## src/rtl/tdma_pkg.sv

```systemverilog
package tdma_pkg;

    typedef enum logic [1:0] {
        ACT_SLEEP  = 2'd0,
        ACT_TX     = 2'd1,
        ACT_LISTEN = 2'd2,
        ACT_SENSE  = 2'd3
    } act_e;

    typedef struct packed {
        act_e act;
        logic link;
    } slot_entry_t;

    localparam int          CHAN_W  = 4;
    localparam logic [7:0]  HOP_MUL = 8'd5;
    localparam logic [7:0]  HOP_ADD = 8'd3;

    // Fixed permutation of the 16 channels (odd multiplier keeps it bijective)
    function automatic logic [CHAN_W-1:0] hop_lookup(input logic [CHAN_W-1:0] pos);
        logic [7:0] prod;
        prod = 8'(pos) * HOP_MUL + HOP_ADD;
        return prod[CHAN_W-1:0];
    endfunction

    // Position in the permutation: link offset plus slot number, mod 16
    function automatic logic [CHAN_W-1:0] hop_pos(input logic [CHAN_W-1:0] off,
                                                  input logic [CHAN_W-1:0] slot_lsb);
        return off + slot_lsb;
    endfunction

endpackage

```

## src/rtl/tdma_slot_timer.sv

```systemverilog
module tdma_slot_timer #(
    parameter int SLOT_TICKS = 64,
    parameter int MAX_SLOTS  = 32,
    parameter int ABS_W      = 16,
    localparam int IDX_W     = $clog2(MAX_SLOTS),
    localparam int TICK_W    = $clog2(SLOT_TICKS + SLOT_TICKS/8 + 1)
) (
    input  logic              clk,
    input  logic              rst,
    input  logic [IDX_W:0]    frame_len,
    input  logic [TICK_W-1:0] next_len,
    output logic              slot_end,
    output logic              slot_start,
    output logic [IDX_W-1:0]  slot_idx,
    output logic [ABS_W-1:0]  abs_slot
);
    logic [TICK_W-1:0] tick;
    logic [TICK_W-1:0] cur_len;
    logic [IDX_W:0]    idx_inc;

    assign slot_end   = (tick == cur_len - TICK_W'(1));
    assign slot_start = (tick == '0);
    assign idx_inc    = {1'b0, slot_idx} + (IDX_W+1)'(1);

    always_ff @(posedge clk) begin
        if (rst) begin
            tick     <= '0;
            cur_len  <= TICK_W'(SLOT_TICKS);
            slot_idx <= '0;
            abs_slot <= '0;
        end else if (slot_end) begin
            tick     <= '0;
            cur_len  <= next_len;
            slot_idx <= (idx_inc >= frame_len) ? '0 : idx_inc[IDX_W-1:0];
            abs_slot <= abs_slot + ABS_W'(1);
        end else begin
            tick <= tick + TICK_W'(1);
        end
    end
endmodule

```

## src/rtl/tdma_sched_ram.sv

```systemverilog
module tdma_sched_ram import tdma_pkg::*; #(
    parameter int MAX_SLOTS = 32,
    localparam int IDX_W    = $clog2(MAX_SLOTS)
) (
    input  logic             clk,
    input  logic             we,
    input  logic [IDX_W-1:0] waddr,
    input  slot_entry_t      wdata,
    input  logic [IDX_W-1:0] raddr,
    output slot_entry_t      rdata
);
    slot_entry_t mem [MAX_SLOTS];

    always_ff @(posedge clk) begin
        if (we) mem[waddr] <= wdata;
    end

    assign rdata = mem[raddr];
endmodule

```

## src/rtl/tdma_link_ctrl.sv

```systemverilog
module tdma_link_ctrl #(
    parameter int SLOT_TICKS = 64,
    parameter int OFS_W      = 8,
    parameter int ERR_W      = 8,
    localparam int TICK_W    = $clog2(SLOT_TICKS + SLOT_TICKS/8 + 1),
    localparam int LIM       = SLOT_TICKS / 8,
    localparam int ADJ_W     = $clog2(LIM + 1) + 1
) (
    input  logic                    clk,
    input  logic                    rst,
    input  logic                    slot_end,
    input  logic                    slot_is_tx,
    input  logic                    ack_valid,
    input  logic                    ack_ok,
    input  logic signed [OFS_W-1:0] ack_ofs,
    output logic                    slot_redir,
    output logic [TICK_W-1:0]       next_len,
    output logic [ERR_W-1:0]        err_count
);
    localparam logic [ERR_W-1:0] ERR_MAX = '1;

    logic                    redir_pend, redir_n;
    logic                    taken, take;
    logic signed [ADJ_W-1:0] adj, adj_n, ofs_clamped;
    int                      ofs_i;

    always_comb begin
        ofs_i = int'(ack_ofs);
        if (ofs_i > LIM)       ofs_clamped = ADJ_W'(LIM);
        else if (ofs_i < -LIM) ofs_clamped = ADJ_W'(-LIM);
        else                   ofs_clamped = ADJ_W'(ofs_i);
    end

    assign take     = ack_valid && slot_is_tx && !taken;
    assign redir_n  = take ? (ack_ok ? 1'b0 : ~slot_redir) : redir_pend;
    assign adj_n    = take ? ofs_clamped : adj;
    assign next_len = TICK_W'(SLOT_TICKS + int'(adj_n));

    always_ff @(posedge clk) begin
        if (rst) begin
            redir_pend <= 1'b0;
            slot_redir <= 1'b0;
            taken      <= 1'b0;
            adj        <= '0;
        end else if (slot_end) begin
            redir_pend <= redir_n;
            slot_redir <= redir_n;
            taken      <= 1'b0;
            adj        <= '0;
        end else begin
            redir_pend <= redir_n;
            adj        <= adj_n;
            taken      <= taken | take;
        end
    end

    always_ff @(posedge clk) begin
        if (rst)
            err_count <= '0;
        else if (take && !ack_ok && slot_redir && err_count != ERR_MAX)
            err_count <= err_count + ERR_W'(1);
    end
endmodule

```

## src/rtl/tdma_hop_sched.sv

```systemverilog
module tdma_hop_sched import tdma_pkg::*; #(
    parameter int SLOT_TICKS = 64,
    parameter int MAX_SLOTS  = 32,
    parameter int ABS_W      = 16,
    parameter int OFS_W      = 8,
    parameter int ERR_W      = 8,
    localparam int IDX_W     = $clog2(MAX_SLOTS),
    localparam int TICK_W    = $clog2(SLOT_TICKS + SLOT_TICKS/8 + 1)
) (
    input  logic                    clk,
    input  logic                    rst,
    input  logic [IDX_W:0]          cfg_frame_len,
    input  logic [CHAN_W-1:0]       cfg_off0,
    input  logic [CHAN_W-1:0]       cfg_off1,
    input  logic                    wr_en,
    input  logic [IDX_W-1:0]        wr_slot,
    input  logic [1:0]              wr_action,
    input  logic                    wr_link,
    input  logic                    ack_valid,
    input  logic                    ack_ok,
    input  logic signed [OFS_W-1:0] ack_offset,
    output logic                    slot_start,
    output logic [IDX_W-1:0]        slot_idx,
    output logic [ABS_W-1:0]        abs_slot,
    output logic [1:0]              action,
    output logic                    radio_en,
    output logic                    sensor_en,
    output logic                    tx_parent,
    output logic [CHAN_W-1:0]       channel,
    output logic [ERR_W-1:0]        err_count
);
    logic                    slot_end;
    logic [TICK_W-1:0]       next_len;
    logic                    slot_redir;
    slot_entry_t             ent;
    slot_entry_t             wr_ent;
    logic [1:0][CHAN_W-1:0]  link_off;

    assign wr_ent   = '{act: act_e'(wr_action), link: wr_link};
    assign link_off = {cfg_off1, cfg_off0};

    tdma_slot_timer #(.SLOT_TICKS(SLOT_TICKS), .MAX_SLOTS(MAX_SLOTS), .ABS_W(ABS_W)) u_timer (
        .clk        (clk),
        .rst        (rst),
        .frame_len  (cfg_frame_len),
        .next_len   (next_len),
        .slot_end   (slot_end),
        .slot_start (slot_start),
        .slot_idx   (slot_idx),
        .abs_slot   (abs_slot)
    );

    tdma_sched_ram #(.MAX_SLOTS(MAX_SLOTS)) u_ram (
        .clk   (clk),
        .we    (wr_en),
        .waddr (wr_slot),
        .wdata (wr_ent),
        .raddr (slot_idx),
        .rdata (ent)
    );

    tdma_link_ctrl #(.SLOT_TICKS(SLOT_TICKS), .OFS_W(OFS_W), .ERR_W(ERR_W)) u_link (
        .clk        (clk),
        .rst        (rst),
        .slot_end   (slot_end),
        .slot_is_tx (ent.act == ACT_TX),
        .ack_valid  (ack_valid),
        .ack_ok     (ack_ok),
        .ack_ofs    (ack_offset),
        .slot_redir (slot_redir),
        .next_len   (next_len),
        .err_count  (err_count)
    );

    assign action    = ent.act;
    assign radio_en  = (ent.act == ACT_TX) || (ent.act == ACT_LISTEN);
    assign sensor_en = (ent.act == ACT_SENSE);
    assign tx_parent = ent.link ^ slot_redir;
    assign channel   = hop_lookup(hop_pos(link_off[tx_parent], abs_slot[CHAN_W-1:0]));
endmodule

```

## config.mk

```make
export PLATFORM = sky130hd
export DESIGN_NAME = tdma_hop_sched
export DESIGN_NICKNAME = d
export VERILOG_FILES = /design/src/rtl/tdma_pkg.sv /design/src/rtl/tdma_slot_timer.sv /design/src/rtl/tdma_sched_ram.sv /design/src/rtl/tdma_link_ctrl.sv /design/src/rtl/tdma_hop_sched.sv
export SDC_FILE = /design/constraint.sdc
export NUM_CORES = 1
export LEC_CHECK = 0
export CAP_MARGIN = 20
export CORE_AREA = 2 2 121 123
export CTS_BUF_LIST = sky130_fd_sc_hd__clkbuf_2
export CTS_CLUSTER_SIZE = 28
export DETAILED_ROUTE_END_ITERATION = 8
export DIE_AREA = 0 0 123 125
export DONT_BUFFER_PORTS = 1
export GPL_TIMING_DRIVEN = 0
export SETUP_SLACK_MARGIN = 0.2
export SLEW_MARGIN = 40
export SYNTH_ARGS = -nofsm -noshare
export SYNTH_HDL_FRONTEND = slang
export SYNTH_HIERARCHICAL = 1
export SYNTH_SLANG_ARGS = --single-unit
```

## constraint.sdc

```tcl
create_clock -name clk -period 6.18 [get_ports clk]
set_input_delay 0.309 -clock clk [delete_from_list [all_inputs] [get_ports clk]]
set_output_delay 0.309 -clock clk [all_outputs]
set_load 0.02 [all_outputs]
```

======== Word-level counts from Yosys, hierarchy flattened ========
Memory sizes are Yosys's and may differ from the RTL's. A register that Yosys moved wholly into a read port is not among the register bits.
Cells that the tools add are included.
storage, ports and cells
  logic and storage cells ................. 53
  memories ................................ 1
  register bits ........................... 51
  output and inout port bits .............. 39
  bits in writable memories ............... 96
cells by class
  add/subtract/negate cells ............... 8
  reductions and logical operators ........ 10
  bitwise gates (word level) .............. 3
  mux-type cells .......................... 12
  order comparisons ....................... 4
  multiply operators ...................... 1
  equal/unequal tests ..................... 5
memory list
  memory     words  bits a word  read ports  clocked after Yosys merged registers in  wr ports  RTL line              text
  u_ram.mem  32     3            1           1                                        1         tdma_sched_ram.sv:12  slot_entry_t mem [MAX_SLOTS];
operators by type and width
  cell                                                           count
  2-to-1 mux 5 bit                                               6
  adder 16 x 1 -> 16 bit, second input constant                  1
  adder 8 x 1 -> 8 bit, second input constant                    1
  greater-than comparator 8 x 5 -> 1 bit, second input constant  1
  less-than comparator 8 x 4 -> 1 bit, second input constant     1
  2-to-1 mux 4 bit                                               2
  inequality test 8 bit, second input constant                   1
  adder 7 x 1 -> 7 bit, second input constant                    1
  adder 7 x 5 -> 7 bit, first input constant                     1
  == test 7 bit                                                  1
  zero test 7 bit                                                1
  subtractor 7 x 1 -> 7 bit, second input constant               1
  adder 5 x 1 -> 6 bit, second input constant                    1
  greater-or-equal comparator 6 bit                              1
  logical AND 1 bit                                              5
  adder 4 x 2 -> 4 bit, second input constant                    1
  adder 4 bit                                                    1
  == test 2 bit, second input constant                           2
  multiplier 4 x 3 -> 4 bit, second input constant               1
  2-to-1 mux 1 bit                                               4
  == test 2 x 1 -> 1 bit, second input constant                  1
  zero test 1 bit                                                2
  less-than comparator 1 x 2 -> 1 bit, second input constant     1
  OR reduction 2 bit                                             1
  4 further kinds                                                4

======== Longest topological paths before layout ========
Gate-level depths: netlist of run 1.
  depth in word-level cells ............... 6
  mapped depth ............................ 16

======== Cells and area by module ========
Netlist of run 1, hierarchy kept.
modules (own cells, without submodules)
  module           area each (um2)  cells each  times used
  tdma_sched_ram   3856.2           182         1
  tdma_slot_timer  2004.4           229         1
  tdma_link_ctrl   737.0            87          1
  tdma_hop_sched   284.0            28          1

======== Least setup slack after synthesis of run 1 ========
OpenSTA, ideal clock, no wires.
  kind .................................... register to output
  start ................................... register u_timer/slot_idx[2] (netlist name)
  end ..................................... output port channel[3]
  stages on the path, launching flop included .. 16
  data arrival time ....................... 4.972 ns
  buffers on the path ..................... 2
  required time ........................... 5.871 ns
  slack ................................... 0.899 ns
  cells stage by stage .................... dfxtp_1 -> clkbuf_1 -> clkbuf_1 -> mux4_2 -> mux4_2 -> mux2_2 -> xor2_2 -> mux2_2 -> ha_1 -> inv_1 -> fa_1 -> ha_1 -> fa_1 -> xor2_1 -> xnor2_1 -> xnor3_1
RTL lines
  what       RTL line              text
  to (decl)  tdma_hop_sched.sv:29  output logic [CHAN_W-1:0] channel,

==> results of run 1 <==
flip-flops by register name, indices dropped and copies added, names as in the netlist:
| register | flops |
|---|---|
| u_timer/abs_slot | 16 |
| u_timer/tick | 7 |
| u_ram/mem | 96 |
| u_link/adj | 5 |
| u_timer/cur_len | 7 |
| u_timer/slot_idx | 5 |
| u_link/taken | 1 |
| u_link/slot_redir | 1 |
| u_link/err_count | 8 |
| u_link/redir_pend | 1 |
stage by stage:
step	cell area [µm²]	total power [mW]	utilization, %
after floorplan	6880	1.13	-
after global placement	7110	1.14	50.1
after detailed placement	7110	1.15	50.1
after CTS	7680	1.65	54.1
after global routing	7890	1.71	55.5
final	7890	1.64	55.5
logic make-up after synthesis:
kind of cell | count (synthesis) | synth area share (%)
xor+xnor | 27 | 3.75
mux | 57 | 14.1
buf+inv | 38 | 2.69
flops | 147 | 56.7
simple gates | 194 | 14.6
fa+ha+maj | 21 | 4.04
compound gates | 42 | 4.11
worst max-delay path, stage by stage, from the launching register on:
cell     delay, ns
dfxtp_4       0.48
buf_8         0.15
buf_12        0.13
mux4_2        0.53
mux4_2        0.51
mux2_4        0.32
xor2_4        0.35
mux2_4        0.35
ha_4          0.16
inv_2         0.06
fa_2          0.47
ha_4          0.18
fa_2          0.38
xor2_1        0.17
xnor2_1       0.19
xnor3_2       0.34
synth_stat cells, types with 7 or more instances:
cell type,count,area share (%)
edfxtp_1,96,42
nor2_1,67,3.7
dfxtp_1,51,15
mux4_2,29,9.5
nand3_1,23,1.7
ha_1,19,3.5
inv_1,19,1.0
nand2_1,19,1.0
a21oi_1,16,1.2
nor2b_1,16,1.5
xnor2_1,16,2.0
mux2_2,15,2.5
nor3_1,13,0.95
mux2i_1,11,1.6
clkbuf_1,10,0.55
nand4_1,9,0.82
xor2_1,9,1.1
nand3b_1,7,0.76
area by class of cell:
type | count | area (µm²) | area share [%]
Timing Repair Buffer | 48 | 468 | 5.93
Tap cell | 184 | 230 | 2.92
Clock buffer | 19 | 95.1 | 1.21
Multi-Input combinational cell | 341 | 2860 | 36.2
Sequential cell | 147 | 3910 | 49.6
Buffer | 19 | 144 | 1.82
Inverter | 19 | 71.3 | 0.904
Clock inverter | 12 | 109 | 1.38
worst paths after layout:
check,startpoint,end,slack [ns],depth (start not counted)
setup / recovery,u_timer/slot_idx[0],channel[3],0.40,15
hold / removal,ack_offset[3],u_timer/cur_len[0],0.08,5
setup reg to reg,u_timer/slot_idx[0],u_link/adj[2],1.75,15
hold reg to reg,u_link/adj[3],u_link/adj[3],0.51,2
repair_timing:
action,4_1_cts,5_1_grt
setup endpoints to repair,2,1
hold buffers,27,2
resized for setup,20,8
pin swaps,3,5
cloned,0,2
setup buffers,2,15
endpoints found under the hold margin,223,5
power by group:
group | total [mW] | switching (mW) | internal [mW] | leakage, nW
clock | 0.490 | 0.343 | 0.146 | 0.122
sequential | 1.06 | 0.00448 | 1.05 | 1.28
combinational | 0.0901 | 0.0536 | 0.0365 | 1.38
layer usage:
| metal | global-route usage (%) | wire [µm] | vias to the layer above |
|---|---|---|---|
| li1 | - | - | 2105 |
| met1 | 23.6 | 6010 | 2241 |
| met2 | 35.4 | 7970 | 109 |
| met3 | 5.52 | 750 | 12 |
| met4 | 6.22 | 175 | 0 |
| met5 | 0 | 0 | - |
==> summary.md, run 1 <==
| Metric | Value |
|---|---|
| Initial antenna violation count | `0` |
| Max Buffers Root-to-Sink | `2` |
| Core area | `14200 µm²` |
| CP Class | `register to primary output` |
| Hold_ws | `0.0792 ns` |
| Post-synthesis cell type count | `55` |
| Clock latency on the worst-skew pair | `0.70 ns` |
| Io pins | `74` |
| Most common cell after layout, fill and taps aside | `edfxtp_1` |
| Async S/R FF share, synth | `0%` |
| Vias in the first global route | `4649` |
| Die area | `15400 µm²` |
| Arrival time at the worst endpoint | `5.47 ns` |
| Ys flop type | `edfxtp_1` |
| Largest net degree at the start of global routing | `33` |
| Worst-path clk slew | `0.21 ns` |
| Sink Count | `147` |
| Wire length per cell | `18.9 µm` |
| TritonRoute pass-1 iters | `5` |
| PnR worst setup slack | `0.404 ns` |
| Max Cap Viol | `0` |
| Tcrit/Tclk final | `93.5%` |
| Syn nets | `about 580` |
| Worst Setup Start Kind | `register` |
| Die X-Extent | `123 µm` |
| Routed vias/inst | `~5.7` |
| CTS H-tree lvls | `4` |
| Setup violators final | `0` |
| CP Capture Type | `primary output` |
| Worst Hold Class | `input port to register` |
| Status | `finished, final reports clean` |
| Shortest period the worst path allows | `about 5.8 ns` |
| Worst-margin pin slew | `~0.76 ns` |
| Fin Clk Skew | `0.0275 ns` |
| Seq/Total Area, Yosys | `56.7%` |
| GRT overflow | `0` |
| Area grow syn2layout | `14.6%` |
| Worst relative slew slack | `49.2%` |
| Commonest cells after routing, fill and taps aside | `edfxtp_1 (96), nor2_1 (67), dfxtp_1 (49), mux4_2 (29), dlygate4sd3_1 (26)` |
| Pre-CTS setup slack | `-0.0307 ns` |
| DRT iter0 DRCs | `272` |
| Leak | `around 2.8 nW` |
| Final Hold Fails | `0` |
| Detailed Route WL | `14900 µm` |
| Gate Count Post-Synth | `526` |
| Number of synthesized register bits | `147` |
| Global-route usage over all layers | `20.1%` |
| Antenna cells | `0` |
| # rows | `44` |
| # DRC | `0` |
| Chip height | `125 µm` |
| Peak VDD IR | `134 µV` |
| Via Count | `4467` |
| Setup_tns | `0 ns` |
| Mapped Area | `~6900 µm²` |
| Clock buffer count from CTS | `17` |
| GPL Wtd Cong | `0.834` |
| Port bufs | `0` |
| First-pass GRT wire length | `23400 µm` |
| Peak fanout along the critical path | `7` |
| Power density over cell area | `208 nW/µm²` |
| Number of enable flip-flop cells after synthesis | `96` |
| Share of cells above drive strength 1 | `a little over a fifth` |
| Antenna-violating nets left | `0` |
| Max Fclk | `0.173 GHz` |
| Pins Over Slew Limit | `0` |
| # nets final | `649` |
| Fillers | `1199` |
| Root buffer cell | `clkbuf_2` |
| Layout Cells excl Fill | `789` |
| CTS tree | `built` |
| Avg Inst Size Synth | `13.1 µm²` |
| RSZ-0062 raised after global routing | `true` |
| Dpl cells | `710` |
| Initial core utilization | `48.4%` |
| Dpl hpwl | `9760 µm` |
| Yosys warning total | `6` |
| WP data required | `5.87 ns` |
Power figures use the tool's default switching activity.
==> run 2: changes to the inputs <==
CORE_AREA = 2 2 119 121   (was 2 2 121 123)
DIE_AREA = 0 0 121 123   (was 0 0 123 125)
SYNTH_HIERARCHICAL = unset   (was 1)
==> summary.md, run 2 <==
| Metric | Value |
|---|---|
| CTS tree | `built` |
| Tcrit/Tclk final | `90.8%` |
| Share of cells above drive strength 1 | `13.9%` |
| Peak VDD IR | `around 220 µV` |
| Max Buffers Root-to-Sink | `2` |
| FF+latch area | `3980 µm²` |
| CP Class | `register to primary output` |
| Sink Count | `151` |
| Biggest register | `u_ram.mem` |
| Hold path depth | `4` |
| Number of synthesized register bits | `151` |
| Die area | `14900 µm²` |
| RR Endpoint | `u_link.err_count[7]` |
| Worst-margin pin slew | `0.699 ns` |
| Worst-path clk slew | `between 0.15 and 0.2 ns` |
| Syn nets | `565` |
| Area grow syn2layout | `10.7%` |
| Status | `finished, final reports clean` |
| Endpoint, Worst Hold | `u_link.adj[1]` |
| Final Hold Fails | `0` |
| Area contributors post-synth | `edfxtp_1 (43%), dfxtp_1 (17%), mux4_2 (8.4%)` |
| Post-synthesis cell type count | `55` |
| Die X-Extent | `121 µm` |
| TritonRoute pass-1 iters | `4` |
| Async S/R FF share, synth | `0%` |
| Global-route usage over all layers | `about a fifth` |
| Gate Count Post-Synth | `just over 500` |
| Count leader, synth | `edfxtp_1` |
| Worst Setup Start Kind | `register` |
| Hold path start | `ack_offset[5]` |
| Seq/Total Area, Yosys | `between 50% and 60%` |
| Clock buffer count from CTS | `17` |
| Fillers | `between 1k and 1.5k` |
| Commonest cells after routing, fill and taps aside | `edfxtp_1 (96), nor2_1 (78), dfxtp_1 (55), mux4_2 (25), xnor2_1 (22)` |
| Max Fclk | `0.178 GHz` |
| Largest net degree at the start of global routing | `33` |
| Synth top cells by count | `edfxtp_1 (96), nor2_1 (78), dfxtp_1 (55)` |
| Ys flop type | `edfxtp_1` |
| DRT iter0 DRCs | `326` |
| Arrival time at the worst endpoint | `5.30 ns` |
| Setup_tns | `0 ns` |
| Peak fanout along the critical path | `10` |
| Worst relative slew slack | `53.4%` |
| Initial antenna violation count | `0` |
| Max FFs per register | `96` |
| Most common cell after layout, fill and taps aside | `edfxtp_1` |
| WP data required | `5.87 ns` |
| Initial core utilization | `around half` |
| Detailed Route WL | `13400 µm` |
| CTS H-tree lvls | `4` |
| Root buffer cell | `clkbuf_2` |
| # rows | `43` |
| # DRC | `0` |
| Pins Over Slew Limit | `0` |
| CP Capture Type | `primary output` |
| Port bufs | `0` |
| Max Cap Viol | `0` |
| Fin Clk Skew | `between 0.015 and 0.02 ns` |
| Antenna cells | `0` |
| Avg Inst Size Synth | `13.1 µm²` |
| Clock latency on the worst-skew pair | `roughly 0.7 ns` |
| Vias in the first global route | `4024` |
| Worst Hold Class | `input port to register` |
| Antenna-violating nets left | `0` |
| Power density over cell area | `240 nW/µm²` |
| Shortest period the worst path allows | `5.61 ns` |
| Yosys warning total | `0` |
| First-pass GRT wire length | `approximately 21000 µm` |
| GPL Wtd Cong | `around 0.83` |
| Routed vias/inst | `5.44` |
| Reg-to-reg slack, setup | `1.45 ns` |
| Core area | `around 14000 µm²` |
| Post-synth top area cell | `edfxtp_1` |
| # nets final | `603` |
| RSZ-0062 raised after global routing | `false` |
| Biggest regs | `u_ram.mem: 96 flops, u_timer.abs_slot: 16 flops, u_link.err_count: 8 flops` |
| Setup violators final | `0` |
| Dpl hpwl | `9550 µm` |
| Mapped Area | `about 6700 µm²` |
| Leak | `roughly 2.5 nW` |
| Wire length per cell | `~18 µm` |
| Worst reg-to-reg path cell count | `13` |
| Number of enable flip-flop cells after synthesis | `96` |
| Via Count | `approximately 4k` |
| Hold_ws | `0.106 ns` |
| Multi-input logic area | `2530 µm²` |
| GRT overflow | `0` |
| Area share of the largest cell type after synthesis | `43.2%` |
| Chip height | `123 µm` |
| Io pins | `74` |
## run 2: power breakdown
part           total [mW]  internal, mW  switching, mW  leakage (nW)
Sequential           1.09          1.08        0.00415          1.31
Clock               0.607         0.266          0.341         0.151
Combinational      0.0825        0.0309         0.0516          1.08
Total                1.77          1.38          0.396          2.54
## run 2: cell type report
| type | count | area share (%) |
|---|---|---|
| Sequential cell | 151 | 53.9 |
| Multi-Input combinational cell | 316 | 34.3 |
| Tap cell | 180 | 3.05 |
| Timing Repair Buffer | 19 | 2.57 |
| Clock inverter | 13 | 2.44 |
| Clock buffer | 19 | 1.29 |
| Inverter | 25 | 1.27 |
| Buffer | 17 | 1.17 |
## run 2: worst max-delay path by stage
stage,to,cells past startpoint,from,slack [ns]
detailed placement,channel[3],15,register,1.12
global placement,channel[3],16,register,1.21
global route,channel[3],16,register,0.21
finish,channel[3],15,register,0.57
floorplan,channel[3],16,register,1.62
CTS,channel[3],15,register,0.28
## run 2: routing by layer
metal | GRT usage [%] | part of all wire, % | vias to the layer above
li1 | - | - | 1929
met1 | 24.2 | 42 | 1967
met2 | 32.3 | 51 | 123
met3 | 6.09 | 7.1 | 7
met4 | 4.87 | 0.74 | 0
met5 | 0 | 0 | -
## run 2: through the flow
step / setup slack (ns) / instance area, µm² / std cells / power, mW / utilization [%]
floorplan: 1.62 / 6670 / 509 / 1.15 / -
global placement: 1.21 / 6900 / 689 / 1.17 / 50.7
detailed placement: 1.12 / 6900 / 689 / 1.17 / 50.7
CTS: 0.278 / 7360 / 739 / 1.79 / 54.1
global route: 0.213 / 7390 / 740 / 1.84 / 54.3
finish: 0.567 / 7390 / 740 / 1.77 / 54.3
## run 2: logic make-up after synthesis
logic type / share of synthesized area [%]
mux: 11.1
compound gates: 3.77
buf+inv: 2.63
xor+xnor: 6.02
flops: 59.7
simple gates: 12.6
fa+ha+maj: 4.16
## run 2: what timing repair did
action,in CTS,in global routing
setup buffers,0,0
gates resized for setup,0,3
setup endpoints to repair,0,1
endpoints found under the hold margin,209,9
hold buffers,18,1
## run 2: critical path, stage by stage, from the launching register on
cell	delay (ns)
dfxtp_1	0.52
buf_2	0.32
mux4_2	0.37
o2111ai_1	0.20
nand4_1	0.30
xnor2_4	0.43
mux2_1	0.37
ha_1	0.21
inv_1	0.07
fa_1	0.46
ha_1	0.22
fa_1	0.38
xnor2_1	0.15
xnor2_1	0.22
xnor2_1	0.13
xnor2_2	0.28
==> run 3: changes to the inputs <==
CORE_AREA = 2 2 101 142   (was 2 2 119 121)
DIE_AREA = 0 0 103 144   (was 0 0 121 123)
REMOVE_ABC_BUFFERS = 1   (was unset)
==> summary.md, run 3 (same netlist as run 2, synthesis figures left out) <==
| Metric | Value |
|---|---|
| Status | `finished, final reports clean` |
| Final Hold Fails | `0` |
| CTS H-tree lvls | `4` |
| Wire length per cell | `around 18 µm` |
| Root buffer cell | `clkbuf_2` |
| Leak | `2.54 nW` |
| Shortest period the worst path allows | `5.56 ns` |
| Dpl hpwl | `9030 µm` |
| Share of cells above drive strength 1 | `14.0%` |
| Tcrit/Tclk final | `89.9%` |
| CP Capture Type | `primary output` |
| GPL Wtd Cong | `0.795` |
| Max Cap Viol | `0` |
| GRT overflow | `0` |
| Clock buffer count from CTS | `17` |
| Max FFs per register | `96` |
| Port bufs | `0` |
| Worst relative slew slack | `52.8%` |
| Fin Clk Skew | `between 0.04 and 0.05 ns` |
| Max Fclk | `0.180 GHz` |
| Arrival time at the worst endpoint | `5.25 ns` |
| Core area | `13700 µm²` |
| Peak fanout along the critical path | `14` |
| Power density over cell area | `245 nW/µm²` |
| Pins Over Slew Limit | `0` |
| TritonRoute pass-1 iters | `5` |
| First-pass GRT wire length | `about 21000 µm` |
| Peak VDD IR | `210 µV` |
| # DRC | `0` |
| Most common cell after layout, fill and taps aside | `edfxtp_1` |
| Worst Hold Class | `input port to register` |
| Post-CTS Setup Repair Bufs | `0` |
| Post-route cell area | `between 7000 and 8000 µm²` |
| CP Class | `register to primary output` |
| Via Count | `4038` |
| WP data required | `5.87 ns` |
| Initial antenna violation count | `1` |
| Max Buffers Root-to-Sink | `2` |
| Detailed Route WL | `roughly 14000 µm` |
| Clock latency on the worst-skew pair | `0.72 ns` |
| Area grow syn2layout | `11.5%` |
| Antenna-violating nets left | `0` |
| # rows | `between 50 and 60` |
| Fillers | `1189` |
| Die area | `14800 µm²` |
| Worst Setup Start Kind | `register` |
| Biggest register | `u_ram.mem` |
| Initial core utilization | `48.9%` |
| Sink Count | `151` |
| Die X-Extent | `around 100 µm` |
| Global-route usage over all layers | `between 10% and 20%` |
| DRT iter0 DRCs | `approximately 150` |
| Io pins | `74` |
| Largest net degree at the start of global routing | `36` |
| Chip height | `144 µm` |
| Worst-margin pin slew | `0.708 ns` |
| Tot Pwr | `~1.8 mW` |
| Dpl cells | `679` |
| Placed Area | `~6900 µm²` |
| Vias in the first global route | `4123` |
| # nets final | `592` |
| CTS tree | `built` |
| Biggest regs | `u_ram.mem: 96 flops, u_timer.abs_slot: 16 flops, u_link.err_count: 8 flops` |
| Setup_tns | `0 ns` |
| Routed vias/inst | `about 5.5` |
| Setup violators final | `0` |
| Layout Cells excl Fill | `735` |
| Worst-path clk slew | `between 0.2 and 0.25 ns` |
| RSZ-0062 raised after global routing | `false` |
| Commonest cells after routing, fill and taps aside | `edfxtp_1 (96), nor2_1 (78), dfxtp_1 (51), mux4_2 (25), xnor2_1 (22)` |
## run 3: routing by layer
metal | up-vias | GRT usage (%) | wire length [µm]
met5 | - | 0 | 0
met4 | 0 | 6.99 | 226
li1 | 1912 | - | -
met2 | 112 | 34.1 | 7260
met1 | 1994 | 22.1 | 5330
met3 | 20 | 5.27 | 717
## run 3: worst paths after layout
kind                       from                  end  slack (ns)  cells past startpoint
min reg2reg  u_timer.cur_len[6]   u_timer.cur_len[6]        0.49                      2
max reg2reg            register  u_link.err_count[7]        1.90                     11
min                     wr_link     u_ram.mem[30][0]        0.07                      1
max                    register           channel[3]        0.62                     15
## run 3: cell type report
class,count,area (µm²),share of cell area (%)
sequential,151,3990,53.7
antenna,1,2.50,0.0337
inverter,25,93.8,1.26
timing repair buffer,25,278,3.74
clock buffer,19,95.1,1.28
tap,185,231,3.11
clock inverter,13,204,2.74
multi-input combinational,316,2540,34.1
## run 3: metrics by stage
step / hold WS, ns / util [%] / setup slack (ns)
floorplan: 0.381 / - / 1.36
global placement: 0.387 / 50.0 / 0.720
detailed placement: 0.390 / 50.2 / 0.759
CTS: 0.0368 / 54.4 / 0.239
global route: 0.0172 / 54.5 / 0.219
finish: 0.0715 / 54.5 / 0.621
## run 3: timing repair
item	in CTS	in global routing
resized for setup	3	3
hold buffers	23	0
endpoints found under the hold margin	240	0
setup endpoints to repair	1	1
## run 3: where the power goes
part           leakage, nW  internal (mW)  switching, mW
clock                0.164          0.307          0.345
combinational         1.06         0.0329         0.0516
sequential            1.31           1.08        0.00423
## run 3: worst max-delay path: stages (launching register included)
cell	delay [ns]
dfxtp_4	0.53
mux4_2	0.55
or2_0	0.21
o2111ai_1	0.10
nand4_1	0.29
xnor2_4	0.39
mux2_1	0.36
ha_1	0.20
inv_1	0.07
fa_1	0.46
ha_1	0.22
fa_1	0.38
xnor2_1	0.15
xnor2_1	0.21
xnor2_1	0.13
xnor2_2	0.31
